[config.mk]
export PLATFORM = sky130hd
export DESIGN_NAME = sertx_top
export DESIGN_NICKNAME = d
export VERILOG_FILES = /design/src/rtl/sertx_pkg.sv /design/src/rtl/sertx_baud.sv /design/src/rtl/sertx_fsm.sv /design/src/rtl/sertx_top.sv
export SDC_FILE = /design/constraint.sdc
export NUM_CORES = 1
export LEC_CHECK = 0
export ABC_AREA = 1
export BUFFER_PORTS_ARGS = -buffer_cell sky130_fd_sc_hd__buf_2
export CAP_MARGIN = 20
export CORE_MARGIN = 4
export CORE_UTILIZATION = 50
export CTS_CLUSTER_SIZE = 14
export DETAILED_ROUTE_END_ITERATION = 7
export GPL_TIMING_DRIVEN = 0
export PLACE_DENSITY = 0.69
export SLEW_MARGIN = 15
export SYNTH_ARGS = -nofsm -noshare
export SYNTH_HDL_FRONTEND = slang
export SYNTH_SLANG_ARGS = --single-unit
[constraint.sdc]
create_clock -name clk -period 2.8 [get_ports clk]
set_clock_uncertainty 0.1 [all_clocks]
set_input_delay 0.28 -clock clk [delete_from_list [all_inputs] [get_ports clk]]
set_output_delay 0.28 -clock clk [all_outputs]
set_load 0.01 [all_outputs]
[src/rtl/sertx_pkg.sv]
package sertx_pkg;

    typedef enum logic [2:0] {
        TX_IDLE,
        TX_START,
        TX_DATA,
        TX_STOP,
        TX_EXTRA
    } tx_state_t;

    typedef enum logic [1:0] {
        FR_DATA,
        FR_IDLE,
        FR_BREAK
    } frame_kind_t;

endpackage

[src/rtl/sertx_baud.sv]
module sertx_baud #(
    parameter int DIV_W = 16
) (
    input  logic             clk,
    input  logic             rst_n,
    input  logic             run,
    input  logic             restart,
    input  logic [DIV_W-1:0] divisor,
    output logic             tick
);

    logic [DIV_W-1:0] div_q;
    logic [DIV_W-1:0] cnt_q;

    // The divisor is captured only on restart, which happens while the transmitter is idle.
    always_ff @(posedge clk) begin
        if (!rst_n) begin
            div_q <= DIV_W'(1);
            cnt_q <= '0;
        end else if (restart) begin
            div_q <= (divisor == '0) ? DIV_W'(1) : divisor;
            cnt_q <= '0;
        end else if (run) begin
            cnt_q <= tick ? '0 : cnt_q + DIV_W'(1);
        end
    end

    assign tick = run && (cnt_q == div_q - DIV_W'(1));

endmodule

[src/rtl/sertx_fsm.sv]
module sertx_fsm
    import sertx_pkg::*;
#(
    parameter int BASE_W = 8
) (
    input  logic            clk,
    input  logic            rst_n,
    input  logic            tick,
    input  logic            word9,
    input  logic            load_valid,
    input  logic [BASE_W:0] load_data,
    input  logic            idle_req,
    input  logic            break_req,
    output logic            accept,
    output logic            busy,
    output logic            txd
);

    localparam int LONG_W = BASE_W + 1;
    localparam int CNT_W  = $clog2(LONG_W + 1);

    tx_state_t        state_q, state_d;
    frame_kind_t      kind_q;
    logic [BASE_W:0]  shreg_q;
    logic [CNT_W-1:0] left_q;

    assign accept = (state_q == TX_IDLE) && (load_valid || idle_req || break_req);

    // Next-state logic.
    always_comb begin
        state_d = state_q;
        unique case (state_q)
            TX_IDLE:  if (accept) state_d = TX_START;
            TX_START: if (tick) state_d = TX_DATA;
            TX_DATA:  if (tick && left_q == CNT_W'(1)) state_d = TX_STOP;
            TX_STOP:  if (tick) state_d = (kind_q == FR_BREAK) ? TX_EXTRA : TX_IDLE;
            TX_EXTRA: if (tick) state_d = TX_IDLE;
            default:  state_d = TX_IDLE;
        endcase
    end

    // State register and frame datapath.
    always_ff @(posedge clk) begin
        if (!rst_n) begin
            state_q <= TX_IDLE;
            kind_q  <= FR_DATA;
            shreg_q <= '0;
            left_q  <= '0;
        end else begin
            state_q <= state_d;
            if (accept) begin
                kind_q  <= break_req ? FR_BREAK : (idle_req ? FR_IDLE : FR_DATA);
                shreg_q <= word9 ? load_data : {1'b0, load_data[BASE_W-1:0]};
                left_q  <= word9 ? CNT_W'(LONG_W) : CNT_W'(BASE_W);
            end else if (state_q == TX_DATA && tick) begin
                shreg_q <= shreg_q >> 1;
                left_q  <= left_q - CNT_W'(1);
            end
        end
    end

    // Outputs.
    always_comb begin
        busy = (state_q != TX_IDLE);
        unique case (state_q)
            TX_IDLE:  txd = 1'b1;
            TX_START: txd = (kind_q == FR_IDLE);
            TX_DATA:  txd = (kind_q == FR_DATA) ? shreg_q[0] : (kind_q == FR_IDLE);
            TX_STOP:  txd = (kind_q != FR_BREAK);
            TX_EXTRA: txd = 1'b1;
            default:  txd = 1'b1;
        endcase
    end

endmodule

[src/rtl/sertx_top.sv]
module sertx_top #(
    parameter int BASE_W = 8,
    parameter int DIV_W  = 16
) (
    input  logic             clk,
    input  logic             rst_n,
    input  logic [DIV_W-1:0] divisor,
    input  logic             word9,
    input  logic             load_valid,
    input  logic [BASE_W:0]  load_data,
    input  logic             idle_req,
    input  logic             break_req,
    output logic             busy,
    output logic             txd
);

    logic tick;
    logic accept;

    sertx_baud #(.DIV_W(DIV_W)) u_baud (
        .clk     (clk),
        .rst_n   (rst_n),
        .run     (busy),
        .restart (accept),
        .divisor (divisor),
        .tick    (tick)
    );

    sertx_fsm #(.BASE_W(BASE_W)) u_fsm (
        .clk        (clk),
        .rst_n      (rst_n),
        .tick       (tick),
        .word9      (word9),
        .load_valid (load_valid),
        .load_data  (load_data),
        .idle_req   (idle_req),
        .break_req  (break_req),
        .accept     (accept),
        .busy       (busy),
        .txd        (txd)
    );

endmodule

==> results of run 1 <==
==> power groups by stage <==
stage	clock network (W)	registers (W)	logic, W
after global routing	0.000561	0.00105	0.00211
final	0.000523	0.00103	0.00185
after global placement	0	0.00104	0.00181
after CTS	0.000532	0.00103	0.00184
after detailed placement	0	0.00104	0.00183
after floorplan	0	0.00100	0.00146
==> final cells by class <==
cell class / count / area (µm²) / area share, %
buffer: 9 / 48.8 / 1.35
clock inverter: 3 / 45.0 / 1.25
tap: 77 / 96.3 / 2.67
timing repair buffer: 31 / 155 / 4.30
clock buffer: 5 / 68.8 / 1.91
multi-input combinational: 374 / 1950 / 53.9
sequential: 50 / 1000 / 27.7
inverter: 66 / 248 / 6.87
==> state kept, by name, indices dropped and copies added (netlist names) <==
register and flops:
u_fsm.shreg_q 9, u_baud.div_q 16, u_baud.cnt_q 16, u_fsm.left_q 4
u_fsm.state_q 3, u_fsm.kind_q 2
==> through the flow <==
step / total power [W] / hold WS [ns] / setup slack [ns]
finish: 0.00340 / 0.0795 / 0.262
global route: 0.00372 / 0.0907 / 0.0593
CTS: 0.00340 / 0.0788 / 0.279
detailed placement: 0.00287 / 0.359 / 0.293
global placement: 0.00285 / 0.351 / 0.350
floorplan: 0.00246 / 0.290 / 0.743
==> cells in the mapped netlist, types with 2 or more instances <==
cell      count
inv_2         5
xor2_1       17
nor2_4        5
o21ai_0      18
a21oi_2       3
a21oi_1      13
dfxtp_1      50
a32o_1        6
o21ai_1       4
nor4_1        6
buf_2         3
nand3b_1      2
nand4_1       4
ha_1          4
inv_1        61
xnor2_1       4
nand3_2       5
nor3b_1       4
nor3_1        7
nand2_1     148
nor2_1       55
clkbuf_1      4
nand3_1      35
nor2_2       12
nand2_2      10
==> cells by family (layout without fill, tap and decap cells) <==
group           after synthesis  count (layout)  share of synthesized area, %
compound gates               47              47                          8.76
simple gates                302             302                          44.0
fa+ha+maj                     4               4                          1.54
flops                        50              50                          30.9
buf+inv                      75             114                          9.14
xor+xnor                     21              21                          5.67
==> per-layer routing <==
metal / vias up / GRT usage (%)
met5: - / 0
met4: 0 / 7.83
met3: 22 / 4.10
met2: 81 / 34.4
met1: 1436 / 28.1
li1: 1660 / -
==> path summary, 6_finish.rpt <==
path	slack, ns	endpoint
setup / recovery	0.26	u_baud.cnt_q[2]$_SDFFE_PP0N_
hold / removal	0.08	u_fsm.shreg_q[4]$_SDFFE_PN0P_
setup reg to reg	0.26	u_baud.cnt_q[2]$_SDFFE_PP0N_
hold reg to reg	0.37	u_fsm.shreg_q[6]$_SDFFE_PN0P_
==> worst max-delay path, stage by stage, from the launching register on <==
cell     delay (ns)
dfxtp_1        0.31
inv_1          0.12
ha_1           0.31
nand2_1        0.08
nor2_1         0.21
nand3_1        0.13
nand3_1        0.15
nand2_1        0.07
inv_1          0.07
nand2_1        0.05
nor2_1         0.12
nand3_2        0.17
nand2_2        0.24
buf_4          0.23
nor3_1         0.07
==> results_dict.tcl, run 1 <==
set metrics [dict create \
    status "finished clean" \
    final-hold-violation-count 0 \
    startpoint "u_baud.div_q[1]$_SDFFE_PN0P_" \
    die_h_um 88.5 \
    gp_congestion 0.975 \
    tritoncts "done" \
    synth_warnings 0 \
    rr_startpoint "u_baud.div_q[1]$_SDFFE_PN0P_" \
    antenna_cells 0 \
    period_share_pct 90.6 \
    placementRows 29 \
    wl_met2_um 3650 \
    synth_fp_nets 534 \
    drt-pass1-iter-count 5 \
    post_cts_buffers 0 \
    fmax_ghz 0.394 \
    p_leak_nw 1.70 \
    drtAntennaViolNets 0 \
    worstRegToRegCells 14 \
    top_level_ports 33 \
    path_class "register to register" \
    seqPwrFrac_pct 30.2 \
    grt_usage_pct 21.2 \
    clk_latency_ns 0.31 \
    final_cell_mix "nand2_1, inv_1, nor2_1" \
    finalSetupViolCount 0 \
    core_area_mm2 0.00631 \
    seq_area_frac_synth_pct 30.9 \
    synth_area_leaders "dfxtp_1, nand2_1, inv_1" \
    syn2layout_area_growth_pct 11.3 \
    critPathLaunchType "register" \
    cts_resized 0 \
    cp.arrival_ns 2.64 \
    syn_avg_cell_area_um2 6.50 \
    rsz0062_at_grt "false" \
    met1Wirelength_um 3610 \
    synth_edf_count 0 \
    syn_area_mm2 0.00324 \
    p_switching_w 0.00163 \
    synth-main-ff-cell "dfxtp_1" \
    clock-sinks 50 \
    ys_types 39 \
    placed_area_mm2 0.00349 \
    period_needed_ns 2.54 \
    maxCapViolCount 0 \
    clk_pin_slew_worst_paths_ns 0.10 \
    dieArea_mm2 0.00784 \
    grt_pass1_wl_um 13100 \
    hold_class "input pin to register" \
    portBuffers 31 \
    synthArstFlopShare_pct 0 \
    p_per_area_mw_per_mm2 943 \
    synth_top_cell_by_area "dfxtp_1" \
    clkPwrFrac_pct 15.4 \
    min-delay-start "load_data[4]" \
    grt_pass1_vias 2886 \
    dp.cells 607 \
    routed.top_layer "met4" \
    clockBufferDepth 2 \
    initialDrtViolationCount 236 \
    synth-seq-cells 50 \
    p_sw_share_pct 47.8 \
    postSynthCellCount 499 \
    vias_per_cell 5.20 \
    fin_tns_setup_ns 0 \
    slew_viol_final 0 \
    cts.htree.levels 2 \
    route.met3.wl_um 488 \
    slew_headroom_pct 66.3 \
    fin_area_mm2 0.00361 \
    nets 572 \
    gr-total-overflow 0 \
    path_max_fanout 10 \
    postCtsHoldBufs 0 \
    cts-root-buf "clkbuf_8" \
    p_int_w 0.00178 \
    cts-buffers-inserted 5 \
    drc 0 \
    grt_max_degree 17 \
    die_w_um 88.5 \
    dp_hpwl_um 6400 \
    synth_top_area_share_pct 30.9 \
    fin_util_pct 57.2 \
    peakVddDrop_uv 403 \
    crit_path_end_kind "register" \
    n_fill_cell 619 \
    antenna_found_initial 0 \
    wirelength_um 7970 \
    final_common_cell "nand2_1" \
    combPwrFrac_pct 54.4 \
    start_util_pct 51.4 \
    vias 3199 \
    whs_path_depth 3 \
    routedWlPerCell_um 13.0 \
    final_cells 615 \
    crit_required_ns 2.90 \
    drive_above_1_share_pct 16.9 \
    worstMarginPinSlew_ns 0.501 \
]
Power figures use the tool's default switching activity.
==> run 2, diff against run 1 <==
--- a/config.mk
+++ b/config.mk
@@ -13,8 +13,9 @@
 export CTS_CLUSTER_SIZE = 14
 export DETAILED_ROUTE_END_ITERATION = 7
 export GPL_TIMING_DRIVEN = 0
-export PLACE_DENSITY = 0.69
+export PLACE_DENSITY = 0.7
 export SLEW_MARGIN = 15
 export SYNTH_ARGS = -nofsm -noshare
 export SYNTH_HDL_FRONTEND = slang
+export SYNTH_HIERARCHICAL = 1
 export SYNTH_SLANG_ARGS = --single-unit
==> run 2 against run 1 <==
Effect of this change:
- non-clock buffer count up 4
- worst hold slack improved by 0.027 ns
- worst setup slack worse by 0.065 ns
- critical endpoint is now u_fsm/shreg_q[3]$_SDFFE_PN0P_
- cell area decreased by 2.3%
- critical path depth rose by 2
- global-route usage shrank 1.5 points
- register-to-register slack got worse by 0.06 ns
- first-iteration DRC count decreased by 28%
- final cell count fell by 1.5%
==> results_dict.tcl, run 2 <==
set metrics [dict create \
    nets 565 \
    initialDrtViolationCount 169 \
    synth_edf_count 0 \
    rsz0062_at_grt "false" \
    dieArea_mm2 0.00757 \
    syn_area_mm2 0.00312 \
    drtAntennaViolNets 0 \
    peakVddDrop_uv 582 \
    status "finished clean" \
    drc 0 \
    synth_area_leaders "dfxtp_1, nand2_1, inv_1" \
    synth_warnings 6 \
    path_common_cell "nand2_1" \
    crit_path_end_kind "register" \
    syn_avg_cell_area_um2 6.37 \
    synth_top_area_share_pct 32.1 \
    gr-total-overflow 0 \
    maxCapViolCount 0 \
    cp.arrival_ns 2.75 \
    die_w_um 87.0 \
    grt_pass1_wl_um 12000 \
    ys_types 33 \
    finalSetupViolCount 0 \
    p_switching_w 0.00152 \
    grt_usage_pct 19.7 \
    vias_per_cell 5.02 \
    final-hold-violation-count 0 \
    die_h_um 87.0 \
    path_cells "inv_2, ha_4, nand2_1, nor2_4, nand2_1, xor2_1, nand2_1, nor2_1, nand3_1, nor2_4, buf_12, nand3_4, buf_4, o21ai_2, nand2_1, a21oi_2" \
    combPwrFrac_pct 53.5 \
    drive_above_1_share_pct 14.5 \
    slew_headroom_pct 61.5 \
    worstMarginPinSlew_ns 0.572 \
    start_util_pct 52.1 \
    postCtsHoldBufs 0 \
    wirelength_um 7040 \
    synth-main-ff-cell "dfxtp_1" \
    drt-pass1-iter-count 5 \
    cts-root-buf "clkbuf_8" \
    fin_tns_setup_ns 0 \
    synth_fp_nets 525 \
    p_sw_share_pct 45.7 \
    dp_hpwl_um 5650 \
    synth_commonest_cells "nand2_1, inv_1, nor2_1" \
    clkPwrFrac_pct 15.3 \
    antenna_cells 0 \
    cts-buffers-inserted 5 \
    final_common_cell "nand2_1" \
    critPathLaunchType "register" \
    path_class "register to register" \
    top_level_ports 33 \
    postSynthCellCount 490 \
    synthArstFlopShare_pct 0 \
    final_cell_mix "nand2_1, inv_1, nor2_1" \
    period_share_pct 93.0 \
    synth_top_cell_by_area "dfxtp_1" \
    n_fill_cell 590 \
    clk_latency_ns 0.30 \
    period_needed_ns 2.60 \
    tritoncts "done" \
    p_leak_nw 1.68 \
    hold_class "input pin to register" \
    slowest_stage "dfxtp_1" \
    seq_area_frac_synth_pct 32.1 \
    syn2layout_area_growth_pct 12.9 \
    clock-sinks 50 \
    cpPeakStageDelay_ns 0.35 \
    p_int_w 0.00180 \
    routedWlPerCell_um 11.6 \
    path_max_fanout 10 \
    seqPwrFrac_pct 31.2 \
    hold_slack_ns 0.107 \
    slew_viol_final 0 \
    reg_top3 "u_baud/cnt_q x16, u_baud/div_q x16, u_fsm/shreg_q x9" \
    synth_most_common_cell "nand2_1" \
    grt_pass1_vias 2625 \
    cts.htree.levels 2 \
    core_area_mm2 0.00599 \
    grt_max_degree 15 \
    antenna_found_initial 0 \
    portBuffers 32 \
    p_per_area_mw_per_mm2 941 \
    gp_congestion 0.853 \
    clk_pin_slew_worst_paths_ns 0.09 \
    fmax_ghz 0.384 \
    vias 3041 \
    clockBufferDepth 2 \
    placementRows 28 \
    synth-seq-cells 50 \
    crit_required_ns 2.94 \
]
run 2: worst max-delay path: cells and delay by family (launching register included):
kind                       cells  cell delay [ns]
AOI/OAI and AO/OA              2             0.21
xor gates and xnor gates       1             0.17
adders and majority gates      1             0.18
buffers and inverters          3             0.45
DFF                            1             0.35
and+or+nand+nor                9             1.08
run 2: path summary, 6_finish.rpt:
path	start	endpoint	slack, ns	depth (start not counted)
worst max-delay path	u_baud/div_q[0]$_SDFFE_PN1P_	u_fsm/shreg_q[3]$_SDFFE_PN0P_	0.20	16
worst min-delay path	divisor[12]	u_baud/div_q[12]$_SDFFE_PN0P_	0.11	3
worst max register to register	u_baud/div_q[0]$_SDFFE_PN1P_	u_fsm/shreg_q[3]$_SDFFE_PN0P_	0.20	16
worst min register to register	u_baud/div_q[15]$_SDFFE_PN0P_	u_baud/div_q[15]$_SDFFE_PN0P_	0.36	2
run 2: metal layers:
| metal | global-route usage [%] | wire length (µm) |
|---|---|---|
| met1 | 29.0 | 3570 |
| met2 | 29.3 | 3010 |
| met3 | 3.31 | 388 |
| met4 | 6.09 | 84 |
| met5 | 0 | 0 |
run 2: stage by stage:
step                total power, W  worst slack (ns)  util, %  cells  cell area [µm²]
CTS                        0.00330            0.0403     58.2    605             3480
global route               0.00365            0.0142     58.8    606             3520
detailed placement         0.00277           -0.0183     56.3    597             3380
floorplan                  0.00240             0.444        -    490             3120
global placement           0.00273            0.0192     56.3    597             3380
finish                     0.00332             0.197     58.8    606             3520
run 2: power groups by stage:
| stage | Sequential (W) | Clock, W | Combinational [W] |
|---|---|---|---|
| final | 0.00103 | 0.000508 | 0.00178 |
| after global routing | 0.00106 | 0.000545 | 0.00204 |
| after CTS | 0.00103 | 0.000525 | 0.00174 |
| after detailed placement | 0.00105 | 0 | 0.00173 |
| after global placement | 0.00104 | 0 | 0.00169 |
| after floorplan | 0.00101 | 0 | 0.00138 |
run 2: layout make-up:
cell class,count,area [µm²],area share (%)
multi-input combinational,361,1810,51.4
sequential,50,1000,28.4
buffer,11,72.6,2.06
timing repair buffer,33,180,5.11
clock inverter,1,30.0,0.852
tap,75,93.8,2.66
clock buffer,7,76.3,2.17
inverter,68,258,7.31
run 2: cells by family (layout without fill, tap and decap cells):
group | after synthesis | in the layout | share of synthesized area (%)
fa+ha+maj | 4 | 4 | 1.60
buf+inv | 79 | 120 | 10.5
simple gates | 298 | 298 | 43.0
flops | 50 | 50 | 32.1
compound gates | 40 | 40 | 7.46
xor+xnor | 19 | 19 | 5.33
run 2: repair_timing:
| item | CTS | global route |
|---|---|---|
| endpoints found under the setup margin | 8 | 18 |
| pin swaps | 0 | 2 |
| setup buffers | 0 | 1 |
| resized for setup | 1 | 8 |
| cloned | 0 | 0 |
